<file path="config.mk">
export PLATFORM = sky130hd
export DESIGN_NAME = pmtimer
export DESIGN_NICKNAME = d
export VERILOG_FILES = /design/src/rtl/pmt_pkg.sv /design/src/rtl/pmt_prescale.sv /design/src/rtl/pmt_postscale.sv /design/src/rtl/pmt_counter.sv /design/src/rtl/pmtimer.sv
export SDC_FILE = /design/constraint.sdc
export NUM_CORES = 1
export LEC_CHECK = 0
export CAP_MARGIN = 20
export CORE_ASPECT_RATIO = 0.6
export CORE_MARGIN = 2
export CORE_UTILIZATION = 59
export CTS_BUF_LIST = sky130_fd_sc_hd__clkbuf_16
export DETAILED_ROUTE_END_ITERATION = 12
export PLACE_DENSITY = 0.95
export SLEW_MARGIN = 25
export SYNTH_ARGS = -nofsm -noshare
export SYNTH_HDL_FRONTEND = slang
export SYNTH_SLANG_ARGS = --single-unit
export TNS_END_PERCENT = 50
</file>
<file path="constraint.sdc">
create_clock -name clk -period 4 [get_ports clk]
set_clock_uncertainty 0.15 [all_clocks]
set_input_delay 0.6 -clock clk [delete_from_list [all_inputs] [get_ports clk]]
set_output_delay 0.6 -clock clk [all_outputs]
set_load 0.02 [all_outputs]
</file>
<file path="src/rtl/pmt_pkg.sv">
package pmt_pkg;

   typedef enum logic [1:0] {
      REG_COUNT  = 2'd0,
      REG_PERIOD = 2'd1,
      REG_CTRL   = 2'd2,
      REG_IRQ    = 2'd3
   } pmt_reg_e;

   // control register layout
   localparam int CTRL_PRE_LSB = 0;
   localparam int CTRL_RUN_BIT = 2;
   localparam int CTRL_PS_LSB  = 3;

   // interrupt register layout
   localparam int IRQ_FLAG_BIT = 0;
   localparam int IRQ_EN_BIT   = 1;

endpackage

</file>
<file path="src/rtl/pmt_prescale.sv">
module pmt_prescale #(
   parameter int STEP_LOG2 = 2
) (
   input  logic       clk,
   input  logic       rst_n,
   input  logic       clr,
   input  logic       adv,
   input  logic [1:0] sel,
   output logic       step
);
   localparam int PRE_W = 2 * STEP_LOG2;
   localparam logic [PRE_W-1:0] LIM_MID = PRE_W'((1 << STEP_LOG2) - 1);
   localparam logic [PRE_W-1:0] LIM_MAX = PRE_W'((1 << PRE_W) - 1);

   if (STEP_LOG2 < 1) begin : g_bad_step
      $error("pmt_prescale: STEP_LOG2 must be at least 1");
   end

   logic [PRE_W-1:0] pre_cnt;
   logic [PRE_W-1:0] limit;
   logic             last;

   always_comb begin
      if (sel[1])      limit = LIM_MAX;
      else if (sel[0]) limit = LIM_MID;
      else             limit = '0;
   end

   assign last = (pre_cnt == limit);
   assign step = adv && last;

   always_ff @(posedge clk or negedge rst_n) begin
      if (!rst_n)       pre_cnt <= '0;
      else if (clr)     pre_cnt <= '0;
      else if (adv)     pre_cnt <= last ? '0 : pre_cnt + 1'b1;
   end

   // the selection only changes with a clear, so the count never passes its limit
   assert_pre_bound_R3: assert property (@(posedge clk) disable iff (!rst_n)
      pre_cnt <= limit);

   assert_pre_hold_R6: assert property (@(posedge clk) disable iff (!rst_n)
      (!adv && !clr) |=> $stable(pre_cnt));

endmodule

</file>
<file path="src/rtl/pmt_postscale.sv">
module pmt_postscale #(
   parameter int CW = 4
) (
   input  logic          clk,
   input  logic          rst_n,
   input  logic          clr,
   input  logic          match,
   input  logic [CW-1:0] ratio,
   output logic          fire
);
   if (CW < 1) begin : g_bad_cw
      $error("pmt_postscale: CW must be at least 1");
   end

   logic [CW-1:0] post_cnt;

   assign fire = match && (post_cnt == ratio);

   always_ff @(posedge clk or negedge rst_n) begin
      if (!rst_n)      post_cnt <= '0;
      else if (clr)    post_cnt <= '0;
      else if (match)  post_cnt <= fire ? '0 : post_cnt + 1'b1;
   end

   assert_post_bound_R4: assert property (@(posedge clk) disable iff (!rst_n)
      post_cnt <= ratio);

   assert_post_clear_R7: assert property (@(posedge clk) disable iff (!rst_n)
      clr |=> (post_cnt == '0));

endmodule

</file>
<file path="src/rtl/pmt_counter.sv">
module pmt_counter #(
   parameter int CNT_W = 8
) (
   input  logic             clk,
   input  logic             rst_n,
   input  logic             step,
   input  logic             load,
   input  logic [CNT_W-1:0] load_val,
   input  logic [CNT_W-1:0] period,
   output logic [CNT_W-1:0] count,
   output logic             match
);
   logic [CNT_W-1:0] cnt_q;
   logic             at_top;

   assign at_top = (cnt_q == period);
   assign match  = step && !load && at_top;
   assign count  = cnt_q;

   always_ff @(posedge clk or negedge rst_n) begin
      if (!rst_n)      cnt_q <= '0;
      else if (load)   cnt_q <= load_val;
      else if (step)   cnt_q <= at_top ? '0 : cnt_q + 1'b1;
   end

   assert_wrap_R1: assert property (@(posedge clk) disable iff (!rst_n)
      (step && !load && cnt_q == period) |=> (cnt_q == '0));

   assert_step_R1: assert property (@(posedge clk) disable iff (!rst_n)
      (step && !load && cnt_q != period) |=> (cnt_q == CNT_W'($past(cnt_q) + 1'b1)));

   assert_load_wins_R9: assert property (@(posedge clk) disable iff (!rst_n)
      load |=> (cnt_q == $past(load_val)));

endmodule

</file>
<file path="src/rtl/pmtimer.sv">
module pmtimer #(
   parameter int CNT_W     = 8,
   parameter int POST_W    = 4,
   parameter int STEP_LOG2 = 2,
   parameter bit REG_PULSE = 1'b1
) (
   input  logic             clk,
   input  logic             rst_n,
   input  logic             tick,
   input  logic [1:0]       bus_addr,
   input  logic             bus_wr,
   input  logic [CNT_W-1:0] bus_wdata,
   output logic [CNT_W-1:0] bus_rdata,
   output logic             tb_pulse,
   output logic             irq
);
   import pmt_pkg::*;

   localparam int PS_MSB = CTRL_PS_LSB + POST_W - 1;

   if (POST_W < 1 || PS_MSB >= CNT_W) begin : g_bad_layout
      $error("pmtimer: postscale field does not fit the data width");
   end

   // ---------------- registers ----------------
   logic [CNT_W-1:0]  period_q;
   logic              run_q;
   logic [1:0]        pre_sel_q;
   logic [POST_W-1:0] post_q;
   logic              flag_q;
   logic              en_q;

   logic wr_cnt, wr_per, wr_ctrl, wr_irq;
   logic clr_scalers, adv, step, match, fire;
   logic [CNT_W-1:0] count;

   assign wr_cnt  = bus_wr && (bus_addr == REG_COUNT);
   assign wr_per  = bus_wr && (bus_addr == REG_PERIOD);
   assign wr_ctrl = bus_wr && (bus_addr == REG_CTRL);
   assign wr_irq  = bus_wr && (bus_addr == REG_IRQ);

   assign clr_scalers = wr_cnt || wr_ctrl;
   assign adv         = tick && run_q && !clr_scalers;

   always_ff @(posedge clk or negedge rst_n) begin
      if (!rst_n) begin
         period_q  <= '1;
         run_q     <= 1'b0;
         pre_sel_q <= '0;
         post_q    <= '0;
      end else begin
         if (wr_per) period_q <= bus_wdata;
         if (wr_ctrl) begin
            run_q     <= bus_wdata[CTRL_RUN_BIT];
            pre_sel_q <= bus_wdata[CTRL_PRE_LSB +: 2];
            post_q    <= bus_wdata[CTRL_PS_LSB +: POST_W];
         end
      end
   end

   always_ff @(posedge clk or negedge rst_n) begin
      if (!rst_n) begin
         flag_q <= 1'b0;
         en_q   <= 1'b0;
      end else begin
         if (fire)        flag_q <= 1'b1;
         else if (wr_irq) flag_q <= bus_wdata[IRQ_FLAG_BIT];
         if (wr_irq)      en_q   <= bus_wdata[IRQ_EN_BIT];
      end
   end

   assign irq = flag_q && en_q;

   // ---------------- datapath ----------------
   pmt_prescale #(.STEP_LOG2(STEP_LOG2)) u_pre (
      .clk   (clk),
      .rst_n (rst_n),
      .clr   (clr_scalers),
      .adv   (adv),
      .sel   (pre_sel_q),
      .step  (step)
   );

   pmt_counter #(.CNT_W(CNT_W)) u_cnt (
      .clk      (clk),
      .rst_n    (rst_n),
      .step     (step),
      .load     (wr_cnt),
      .load_val (bus_wdata),
      .period   (period_q),
      .count    (count),
      .match    (match)
   );

   pmt_postscale #(.CW(POST_W)) u_post (
      .clk   (clk),
      .rst_n (rst_n),
      .clr   (clr_scalers),
      .match (match),
      .ratio (post_q),
      .fire  (fire)
   );

   // ---------------- time-base pulse ----------------
   if (REG_PULSE) begin : g_reg_pulse
      logic pulse_q;
      always_ff @(posedge clk or negedge rst_n) begin
         if (!rst_n) pulse_q <= 1'b0;
         else        pulse_q <= match;
      end
      assign tb_pulse = pulse_q;

      assert_pulse_zero_R5: assert property (@(posedge clk) disable iff (!rst_n)
         pulse_q |-> (count == '0));
   end else begin : g_comb_pulse
      assign tb_pulse = match;
   end

   // ---------------- read mux ----------------
   always_comb begin
      bus_rdata = '0;
      case (bus_addr)
         REG_COUNT:  bus_rdata = count;
         REG_PERIOD: bus_rdata = period_q;
         REG_CTRL: begin
            bus_rdata[CTRL_PRE_LSB +: 2]      = pre_sel_q;
            bus_rdata[CTRL_RUN_BIT]           = run_q;
            bus_rdata[CTRL_PS_LSB +: POST_W]  = post_q;
         end
         default: begin
            bus_rdata[IRQ_FLAG_BIT] = flag_q;
            bus_rdata[IRQ_EN_BIT]   = en_q;
         end
      endcase
   end

   // ---------------- assertions ----------------
   assert_hold_R6: assert property (@(posedge clk) disable iff (!rst_n)
      (!run_q && !wr_cnt) |=> $stable(count));

   assert_sticky_R8: assert property (@(posedge clk) disable iff (!rst_n)
      (flag_q && !wr_irq) |=> flag_q);

   assert_period_kept_R7: assert property (@(posedge clk) disable iff (!rst_n)
      (clr_scalers && !wr_per) |=> $stable(period_q));

endmodule

</file>
# Yosys cells after proc, flatten, opt, wreduce, memory -nomap -nowiden
# Cells that the tools add are included.
totals:
  ff_bits: 34
  latch_bits: 0
  ramBits: 0
  rom_bits: 0
  inputBits: 14
  out_inout_bits: 10
  elab_cells: 54
  n_memories: 0
op_classes:
  add_sub_neg: 3
  multipliers: 0
  n_div: 0
  n_lt_le_gt_ge: 0
  eq_ne: 6
  shift: 0
  n_mux: 16
  bitwise: 0
  reduce_logical: 19
op_table:
  columns: ["cell", "count"]
  rows:
  - ["$mux 4", 7]
  - ["$mux 8", 3]
  - ["$pmux 5 s3", 1]
  - ["$logic_and 1x1->1", 11]
  - ["$add 4x1->4 const B", 2]
  - ["$add 8x1->8 const B", 1]
  - ["$eq 4x4->1", 2]
  - ["$eq 8x8->1", 1]
  - ["$reduce_bool 2->1", 4]
  - ["$pmux 2 s3", 1]
  - ["$eq 2x2->1 const B", 2]
  - ["$eq 2x1->1 const B", 1]
  - ["$logic_not 1->1", 2]
  - ["$logic_not 2->1", 1]
  - ["$mux 1", 2]
  - ["$mux 2", 1]
  - ["$pmux 1 s2", 1]
  - ["$logic_or 1x1->1", 1]

# Logic depth before layout (Yosys ltp)
logic_depth:
  depth_word: 12
  ltp_mapped: 7

# Hierarchy
# Synthesis repeated with hierarchy kept, for this count alone.
unflattened:
  hier_cells: 186
  hier_area_um2: 2040.7
by_module_without_submodules:
  columns: ["module", "n_inst", "cells_per_inst", "area_each_um2", "seq_area_each_um2"]
  rows:
  - ["pmtimer", 1, 62, 890.9, 460.4]
  - ["pmt_counter", 1, 77, 658.1, 200.2]
  - ["pmt_postscale", 1, 26, 270.3, 100.1]
  - ["pmt_prescale", 1, 21, 221.5, 100.1]

# Worst setup path before layout
# OpenSTA, ideal clock, no wires.
synth_timing:
  kind: "input to output"
  startpoint: "input bus_addr[0]"
  endpoint: "output bus_rdata[0]"
  t_arrival_ns: 1.619
  required_time_ns: 3.250
  path_slack_ns: 1.631
  stages: 2
  n_path_buf: 1
  path_cell_list: "buf_1 > mux4_2"
synth_via:
  elab_chain_cells: 2
synth_lines:
  columns: ["item", "line", "text"]
  rows:
  - ["start, declared", "pmtimer.sv:10", "input logic [1:0] bus_addr,"]
  - ["$eq 2x2->1 (tied with other cells)", "pmtimer.sv:122", "case (bus_addr)"]
  - ["$pmux 2 s3 (*)", "pmtimer.sv:122", null]
  - ["end, declared", "pmtimer.sv:13", "output logic [CNT_W-1:0] bus_rdata,"]
# Mark *: on every way between the ends. The rest lies on a longest branch, timed or not.

# Worst setup path after layout
layout_timing:
  startpoint: "input bus_addr[0]"
  endpoint: "output bus_rdata[2]"
layout_via:
  elab_chain_cells: 2
layout_lines:
  columns: ["item", "line"]
  rows:
  - ["$eq 2x2->1 (tied with other cells)", "pmtimer.sv:122"]
  - ["$pmux 5 s3 (*)", "pmtimer.sv:122"]
# Marked as above.

==> summary.md <==
| Metric | Value |
|---|---|
| Initial antenna violation count | 0 |
| CTS tree | done |
| Slew @ Worst Pin | approximately 0.76 ns |
| CP Capture Type | output port |
| Fillcell total | 242 |
| Vias in the first global route | 1,657 |
| Finished Cell Area | 2390 um^2 |
| Via-to-Cell Ratio | 6.50 |
| Dpl cells | 256 |
| Worst Path Arrival | about 2.6 ns |
| Initial Utilization | 61.4% |
| Syn nets | 213 |
| WL final | 5020 um |
| Worst slack at placement | 0.640 ns |
| FF-to-FF setup slack | 1.35 ns |
| Synth-to-Final Area Change | 20.1% |
| Setup Crit Path Kind | input pin to output port |
| Post-CTS Setup Bufs | 0 |
| Placer Congestion | roughly 1 |
| Setup TNS | 0 ns |
| Peak VDD IR | slightly below 400 uV |
| DRC | 0 |
| PortBufs | 23 |
| Hold crit path type | register to register |
| Htree depth | 2 |
| Synthesized instance count | 196 |
| Final hold viol count | 0 |
| Via count | 1,717 |
| Antenna diodes | 0 |
| Seq cells post-synth | 34 |
| Fmax achieved | 0.295 GHz |
| GR Util All Layers | just under 30% |
| Initial DRC Count | 195 |
| Final net count | 235 |
| Crit path to | bus_rdata[2] |
| Crit start category | input pin |
| Worst Path Required | between 3 and 4 ns |
| Post_cts resized | 0 |
| Yosys cell types | 39 |
| CTS Hold Bufs | 0 |
| Cell taking the most area after synthesis | dfrtp_1 |
| Largest net degree at the start of global routing | 35 |
| Root Buffer | clkbuf_16 |
| Full die area | 3870 um^2 |
| Status | complete, no violations |
| Worst-Skew Late Latency | 0.28 ns |
| Rel. slew slack | 49.3% |
| Area of the core | 3240 um^2 |
| Fin crit share | between 80 and 90% |
| Sequential area share after synthesis | roughly 43% |
| Max-cap violations | 0 |
| Share of the synthesized area in the top cell type | about a third |
| Min Tclk post-route | 3.39 ns |
| Setup ws final | ~0.6 ns |
| Post-Place Cell Area | 2250 um^2 |
| Clk buf depth | 2 |
| Launch point of the worst reg-to-reg path | period_q[2] |
| Non-Filler Instances | 264 |
| HPWL Detailed | around 3500 um |
| I/O pin count | 24 |
| Synthesized area per cell | 10.2 um^2 |
| WL/cell | 19.0 um |
| Crit path launch | bus_addr[0] |
| Max Slew Vio Count | 0 |
| First-pass GRT wire length | 8470 um |
| Yosys warnings | 0 |
| Worst reg2reg path endpoint | u_post.post_cnt[3] |
| Register-to-Register Path Depth | 5 |
| Top post-synthesis cells by area | dfrtp_1, dfstp_2, mux2_2 |
| Die height | 49.0 um |
| Crit path max fanout | 13 |
| PD cells | 487 nW/um^2 |
| Antenna-violating nets left | 0 |
| Hold WS | 0.370 ns |
| Layout cells sized above 1 | around 18% |
| Drt first pass iters | 5 |
| Num CTS Buffers | 5 |
| Die width | 79.0 um |
| Clock Sinks | 34 |
| GRT overflow | 0 |
| RSZ-0062 raised after global routing | no |
| Worst-path clk slew | 0.05 ns |
| Row cnt | 16 |
| Leak | 0.939 nW |
| Synth Cell Area | ~2000 um^2 |
| Setup violations, final | 0 |
==> routing by layer <==
layer | wire length (um) | GRT usage, % | part of all wire (%) | vias to the layer above
met5 | 0 | 0 | 0 | -
met3 | 501 | 8.70 | 10 | 17
met1 | 2310 | 45.3 | 46 | 836
met4 | 94 | 10.1 | 1.9 | 0
met2 | 2100 | 38.4 | 42 | 97
li1 | - | - | - | 767
==> through the flow <==
stage / total power [W] / util [%]
2_1_floorplan: 0.000683 / -
4_1_cts: 0.00116 / 73.7
3_3_place_gp: 0.000785 / 69.5
6_report: 0.00116 / 73.7
3_5_place_dp: 0.000799 / 69.5
5_1_grt: 0.00122 / 73.7
==> synthesized netlist by cell type, drive strengths merged <==
master and count:
nand3b 3, and2 3, a2111oi 1, and3 1
dfrtp 26, or3 2, o31ai 1, mux2 16
clkbuf 8, xor2 9, nor3 5, nor2b 2
nand2 22, a21oi 10, xnor2 5, o311ai 2
o21a 1, mux2i 7, a31oi 3, nor4 3
a32oi 5, and4 1, o41ai 1, o21ai 18
ha 3, dfstp 8, nand3 9, nor2 9
nand4b 2, nand4 2, nand2b 2, buf 2
or2 1, or4 1, mux4 2
==> worst min path at each step <==
stage / start / endpoint / depth (start not counted)
after floorplan: rst_n / en_q / 0
after global placement: u_post.post_cnt[3] / u_post.post_cnt[3] / 1
after detailed placement: u_post.post_cnt[3] / u_post.post_cnt[3] / 1
after CTS: u_post.post_cnt[3] / u_post.post_cnt[3] / 1
after global routing: u_post.post_cnt[3] / u_post.post_cnt[3] / 1
final: u_post.post_cnt[3] / u_post.post_cnt[3] / 1
==> report_power, final <==
group,total (W),switching [W],leakage (nW),internal (W)
Combinational,0.000300,0.000146,0.456,0.000153
Clock,0.000359,0.000134,0.0724,0.000225
Sequential,0.000506,0.0000906,0.411,0.000416
==> area by class of cell <==
type	count	area [um^2]	area share (%)
Timing Repair Buffer	25	245	10.3
Clock buffer	5	125	5.23
Sequential cell	34	861	36.0
Tap cell	45	56.3	2.35
Clock inverter	3	12.5	0.523
Multi-Input combinational cell	152	1090	45.6
==> flip-flops by register name (all words and copies together) (netlist names) <==
signal / flops
en_q: 1
flag_q: 1
period_q: 8
post_q: 4
pre_sel_q: 2
run_q: 1
tb_pulse: 1
u_cnt.count: 8
u_post.post_cnt: 4
u_pre.pre_cnt: 4
==> worst max-delay path, cell delays in order <==
cell and delay [ns]:
clkdlybuf4s50_1 0.74, nor2b_1 0.44, nand2_1 0.09, o21ai_0 0.12
clkdlybuf4s50_1 0.65
==> logic make-up after synthesis <==
logic type	Yosys count	synth area share (%)
simple gates	68	17.7
compound gates	42	14.2
flops	34	43.2
mux	25	14.8
xor+xnor	14	6.16
buf+inv	10	1.95
fa+ha+maj	3	1.89
==> layout by cell type (no fill, tap or decap), types with 7 or more instances in the layout <==
master	netlist	final
nand2_1	22	22
xor2_1	9	9
clkdlybuf4s50_1	0	23
nor2_1	9	9
dfrtp_1	26	26
a21oi_1	10	10
dfstp_2	8	8
mux2_2	16	16
o21ai_0	16	16
nand3_1	9	9
mux2i_1	7	7
(Power assumes the default switching activity.)
